File: src/rtl/cep_pkg.sv
package cep_pkg;
  typedef enum logic {SRC_NORMAL = 1'b0, SRC_CHAIN = 1'b1} sel_src_e;
endpackage

File: src/rtl/cep_pick.sv
module cep_pick #(
  parameter int N = 32,
  localparam int W = (N > 1) ? $clog2(N) : 1
) (
  input  logic [N-1:0] req,
  output logic         found,
  output logic [W-1:0] idx
);
  // scanning downward leaves the lowest set index as the result
  always_comb begin
    found = 1'b0;
    idx   = '0;
    for (int i = N - 1; i >= 0; i--) begin
      if (req[i]) begin
        found = 1'b1;
        idx   = W'(i);
      end
    end
  end
endmodule

File: src/rtl/cep_flags.sv
module cep_flags #(
  parameter int N = 32
) (
  input  logic         clk,
  input  logic         rst,
  input  logic [N-1:0] cmp_hit,
  input  logic [N-1:0] early_hit,
  input  logic [N-1:0] take_hit,
  input  logic [N-1:0] miss_clr,
  output logic [N-1:0] chain_q,
  output logic [N-1:0] miss_q
);
  for (genvar g = 0; g < N; g++) begin : g_ch
    logic arrive;
    logic busy;
    assign arrive = cmp_hit[g] | early_hit[g];
    assign busy   = chain_q[g] & ~take_hit[g];
    always_ff @(posedge clk) begin
      if (rst) begin
        chain_q[g] <= 1'b0;
        miss_q[g]  <= 1'b0;
      end else begin
        chain_q[g] <= busy | arrive;
        miss_q[g]  <= (miss_q[g] & ~miss_clr[g])
                    | (cmp_hit[g] & early_hit[g])
                    | (arrive & busy);
      end
    end
  end
endmodule

File: src/rtl/cep_sel.sv
module cep_sel #(
  parameter int N = 32,
  localparam int W = (N > 1) ? $clog2(N) : 1
) (
  input  logic         clk,
  input  logic         rst,
  input  logic [N-1:0] chain_cand,
  input  logic [N-1:0] norm_cand,
  input  logic         ready,
  output logic         valid,
  output logic [W-1:0] chan,
  output cep_pkg::sel_src_e src
);
  import cep_pkg::*;
  logic         c_found, n_found;
  logic [W-1:0] c_idx, n_idx;
  logic         load;

  cep_pick #(.N(N)) u_pick_c (.req(chain_cand), .found(c_found), .idx(c_idx));
  cep_pick #(.N(N)) u_pick_n (.req(norm_cand),  .found(n_found), .idx(n_idx));

  assign load = ~valid | ready;

  always_ff @(posedge clk) begin
    if (rst) begin
      valid <= 1'b0;
      chan  <= '0;
      src   <= SRC_NORMAL;
    end else if (load) begin
      valid <= c_found | n_found;
      chan  <= c_found ? c_idx : n_idx;
      src   <= c_found ? SRC_CHAIN : SRC_NORMAL;
    end
  end
endmodule

File: src/rtl/chain_evt_prio.sv
module chain_evt_prio #(
  parameter int NCH = 32,
  localparam int CW = (NCH > 1) ? $clog2(NCH) : 1
) (
  input  logic           clk,
  input  logic           rst,
  input  logic           cmp_valid,
  input  logic [CW-1:0]  cmp_chan,
  input  logic           cmp_chain,
  input  logic           early_valid,
  input  logic [CW-1:0]  early_chan,
  input  logic [NCH-1:0] evt_pend,
  input  logic [NCH-1:0] evt_en,
  input  logic [NCH-1:0] miss_clr,
  input  logic           sel_ready,
  output logic           sel_valid,
  output logic [CW-1:0]  sel_chan,
  output logic           sel_chained,
  output logic [NCH-1:0] chain_flags,
  output logic [NCH-1:0] miss_flags
);
  import cep_pkg::*;
  logic [NCH-1:0] cmp_hit, early_hit, take_hit;
  sel_src_e       src;

  assign cmp_hit   = (cmp_valid & cmp_chain) ? (NCH'(1) << cmp_chan) : '0;
  assign early_hit = early_valid ? (NCH'(1) << early_chan) : '0;
  assign take_hit  = (sel_valid & sel_ready & (src == SRC_CHAIN))
                     ? (NCH'(1) << sel_chan) : '0;

  cep_flags #(.N(NCH)) u_flags (
    .clk      (clk),
    .rst      (rst),
    .cmp_hit  (cmp_hit),
    .early_hit(early_hit),
    .take_hit (take_hit),
    .miss_clr (miss_clr),
    .chain_q  (chain_flags),
    .miss_q   (miss_flags)
  );

  cep_sel #(.N(NCH)) u_sel (
    .clk       (clk),
    .rst       (rst),
    .chain_cand(chain_flags & ~take_hit),
    .norm_cand (evt_pend & evt_en),
    .ready     (sel_ready),
    .valid     (sel_valid),
    .chan      (sel_chan),
    .src       (src)
  );

  assign sel_chained = (src == SRC_CHAIN);
endmodule

File: config.mk
export PLATFORM = sky130hd
export DESIGN_NAME = chain_evt_prio
export DESIGN_NICKNAME = d
export VERILOG_FILES = /design/src/rtl/cep_pkg.sv /design/src/rtl/cep_pick.sv /design/src/rtl/cep_flags.sv /design/src/rtl/cep_sel.sv /design/src/rtl/chain_evt_prio.sv
export SDC_FILE = /design/constraint.sdc
export NUM_CORES = 1
export LEC_CHECK = 0
export ABC_AREA = 1
export BUFFER_PORTS_ARGS = -buffer_cell sky130_fd_sc_hd__buf_2
export CELL_PAD_IN_SITES_DETAIL_PLACEMENT = 2
export CELL_PAD_IN_SITES_GLOBAL_PLACEMENT = 2
export CORE_ASPECT_RATIO = 1.25
export CORE_UTILIZATION = 25
export CTS_CLUSTER_DIAMETER = 40
export CTS_CLUSTER_SIZE = 24
export DETAILED_ROUTE_END_ITERATION = 12
export GPL_TIMING_DRIVEN = 0
export HOLD_SLACK_MARGIN = 0.15
export PLACE_DENSITY = 0.91
export SLEW_MARGIN = 0
export SYNTH_ARGS = -nofsm -noshare
export SYNTH_HDL_FRONTEND = slang
export SYNTH_HIERARCHICAL = 1
export SYNTH_SLANG_ARGS = --single-unit
File: constraint.sdc
create_clock -name clk -period 3.3 [get_ports clk]
set_clock_uncertainty 0.05 [all_clocks]
set_input_delay 0.33 -clock clk [delete_from_list [all_inputs] [get_ports clk]]
set_output_delay 0.33 -clock clk [all_outputs]
set_load 0.03 [all_outputs]
==> flow_metrics.env <==
export IMPL_holdPathEnd="u_flags/miss_q[6]$_SDFF_PP0_"
export IMPL_highest_layer="met4"
export IMPL_io_buffers=174
export IMPL_fin_area_um2=7325
export IMPL_final_max_slew_viol_count=0
export IMPL_synth_avg_cell_area_um2=5.476
export IMPL_antenna_found_initial=0
export IMPL_instances_no_fill=1499
export IMPL_cp_data_arrival_time_ns=3.60
export IMPL_grt_pass1_vias=7649
export IMPL_vias_per_cell=4.786
export IMPL_pre_cts_slack_ns=-0.1908
export IMPL_synth_area_um2=5525
export IMPL_synthSimpleGateAreaFrac_pct=48.69
export IMPL_met3_length_mm=1.140
export IMPL_dpl_cell_area_um2=6745
export IMPL_drt_pass1_iterations=5
export IMPL_synth_xor_area_share_pct=0
export IMPL_row_count=60
export IMPL_num_antenna_cells=0
export IMPL_slew_headroom_pct=50.39
export IMPL_whs_ns=0.2954
export IMPL_reg2reg_to="u_sel/chan[0]$_SDFFE_PP0P_"
export IMPL_cts_tree="done"
export IMPL_cts_buffers=9
export IMPL_drc=0
export IMPL_synth_distinct_cells=25
export IMPL_wirelength_met1_mm=9.853
export IMPL_grt_setup_unrepaired="yes"
export IMPL_hold_violations=0
export IMPL_syn_nets=1121
export IMPL_finalCritPeriodShare_pct=103.2
export IMPL_clkTransAtPathRegs_ns=0.06
export IMPL_min_path_cells=6
export IMPL_final_nets=1327
export IMPL_setup_ws_ns=-0.1056
export IMPL_grt_max_degree=13
export IMPL_track_usage_pct=22.24
export IMPL_seq_area_frac_synth_pct=25.72
export IMPL_synthAdderAreaFrac_pct=0
export IMPL_syn2layout_area_growth_pct=32.56
export IMPL_yosysWarnings=6
export IMPL_crit_reg2reg_launch="u_sel/chan[3]$_SDFFE_PP0P_"
export IMPL_die_area_um2=22700
export IMPL_yosys_top_cells_area="dfxtp_1 (26%), nand2_1 (18%), nor2_1 (17%)"
export IMPL_crit_type="flop to flop"
export IMPL_wl_met2_mm=14.93
export IMPL_die_w_um=135.0
export IMPL_vdd_drop_max_mv=0.1838
export IMPL_cp_slowest_cell="dfxtp_4"
export IMPL_cp_required_ns=3.50
export IMPL_netlist_instances=1009
export IMPL_period_minus_slack_ns=3.406
export IMPL_drv_cap=0
export IMPL_clk_latency_ns=0.35
export IMPL_gp_routability_congestion=0.8551
export IMPL_drt_iter0_markers=269
export IMPL_cpPeakStageDelay_ns=0.37
export IMPL_final_common_cell="nand2_1"
export IMPL_ys_ff_latch=71
export IMPL_start_kind="flop"
export IMPL_initial_core_util_pct=25.56
export IMPL_synth_compound_area_share_pct=7.360
export IMPL_wl_per_cell_um=18.13
export IMPL_max_freq_ghz=0.2936
export IMPL_dieHeight_um=168.2
export IMPL_num_vias=7174
export IMPL_drt_total_wl_mm=27.18
export IMPL_io_pins=183
export IMPL_violations="negative setup slack"
export IMPL_clock_sinks=71
export IMPL_clock_path_buffers=2
export IMPL_hpwlAfterDp_mm=20.03
export IMPL_setup_viol=1
export IMPL_final_cell_mix="nand2_1 (264), nor2_1 (247), inv_1 (208), buf_2 (186), dfxtp_1 (64)"
export IMPL_p_leak_nw=3.674
export IMPL_cts_root_buf="clkbuf_16"
export IMPL_core_area_um2=21620
export IMPL_crit_path_end_kind="flop"
export IMPL_grt_pass1_wl_mm=38.70
export IMPL_hp_start="miss_clr[6]"
export IMPL_cp_common_cell="nand2_1"
export IMPL_postLayoutCoreUtil_pct=33.88
export IMPL_synth_top_family_by_area="simple AND/OR/NAND/NOR gates"
export IMPL_power_density_nw_per_um2=344.2
export IMPL_dp_cells=1462
export IMPL_hp_class="input pin to flop"
export IMPL_synth_area_mux_share_pct=0
export IMPL_outcome="complete, but fails checks"
export IMPL_drive_gt1_share_pct=28.44
export IMPL_rrSetupSlack_ns=-0.11
export IMPL_reg2reg_depth=38
export IMPL_grt_overflow_total=0
export IMPL_ant_nets=0
export IMPL_worstMarginPinSlew_ns=0.7373
export IMPL_h_tree_depth=3
export IMPL_path_max_fanout=8
export IMPL_yosysTopAreaCellShare_pct=25.72
export IMPL_yosysTopAreaCell="dfxtp_1"
==> metal layers <==
layer / vias to the layer above / global-route usage [%]
met2: 247 / 44.22
met5: - / 0
met1: 3459 / 21.76
li1: 3398 / -
met3: 70 / 3.643
met4: 0 / 10.65
==> what timing repair did <==
action | CTS | global route
gates resized for setup | 13 | 24
setup endpoints to repair | 1 | 2
hold buffers | 1 | 0
setup buffers | 1 | 18
pin swaps | 1 | 12
gates cloned | 0 | 1
endpoints found under the hold margin | 1 | 0
==> cell usage after synthesis <==
cell	instances
a21oi_2	31
nand2_1	268
nor2_1	255
o21bai_1	2
a31oi_1	2
nand3b_1	1
nor2_8	1
buf_6	9
dfxtp_1	71
nand4_2	2
clkbuf_1	1
nor2_2	45
a311oi_1	2
nor4_1	6
o31ai_1	2
nor3_1	4
nand4_1	36
inv_2	13
a211oi_1	2
inv_1	208
buf_4	1
nand3_1	22
o21ai_1	2
a21oi_1	10
buf_2	13
==> report_power, final <==
| group | switching (mW) | total (mW) | internal [mW] |
|---|---|---|---|
| sequential | 0.0293 | 0.907 | 0.877 |
| combinational | 0.407 | 0.626 | 0.219 |
| clock | 0.438 | 0.988 | 0.550 |
==> critical path: cells and delay by family, from the launching register on <==
kind / cells / cell delay (ns)
AO/OA/AOI/OAI: 1 / 0.06
buffers and inverters: 1 / 0.13
flip-flops: 1 / 0.37
AND/OR/NAND/NOR: 36 / 2.67
==> how the worst max path moves through the flow <==
| stage | start | endpoint | slack (ns) |
|---|---|---|---|
| after detailed placement | u_sel/valid$_SDFFE_PP0P_ | u_sel/chan[0]$_SDFFE_PP0P_ | -0.19 |
| after CTS | u_sel/chan[4]$_SDFFE_PP0P_ | u_sel/chan[0]$_SDFFE_PP0P_ | 0.003 |
| final | u_sel/chan[3]$_SDFFE_PP0P_ | u_sel/chan[0]$_SDFFE_PP0P_ | -0.11 |
| after global routing | u_sel/chan[0]$_SDFFE_PP0P_ | u_sel/chan[0]$_SDFFE_PP0P_ | -0.35 |
| after floorplan | u_sel/valid$_SDFFE_PP0P_ | u_sel/chan[0]$_SDFFE_PP0P_ | 0.36 |
| after global placement | u_sel/valid$_SDFFE_PP0P_ | u_sel/chan[0]$_SDFFE_PP0P_ | -0.01 |
==> cells by family after synthesis <==
group                  Yosys count
AO/OA/AOI/OAI                   53
flip-flops                      71
buffers and inverters          245
AND/OR/NAND/NOR                640
==> cell type report <==
type | count | area [µm²]
Clock buffer | 11 | 252.7
Multi-Input combinational cell | 693 | 3178
Clock inverter | 5 | 31.28
Fill cell | 2763 | 14300
Buffer | 24 | 190.2
Tap cell | 279 | 349.1
Inverter | 221 | 829.5
Sequential cell | 71 | 1443
Timing Repair Buffer | 195 | 1051
==> metrics by stage <==
| stage | power [mW] | setup TNS (ns) |
|---|---|---|
| 4_1_cts | 2.452 | 0 |
| 3_3_place_gp | 1.429 | -0.01355 |
| 5_1_grt | 2.627 | -0.3513 |
| 3_5_place_dp | 1.457 | -0.1908 |
| 6_report | 2.521 | -0.1056 |
| 2_1_floorplan | 1.257 | 0 |
==> registers in the layout (all words and copies together), names as in the netlist <==
name             flops
u_flags/chain_q     32
u_sel/valid          1
u_sel/chan           5
u_flags/miss_q      32
u_sel/src            1
Power figures use the tool's default switching activity.
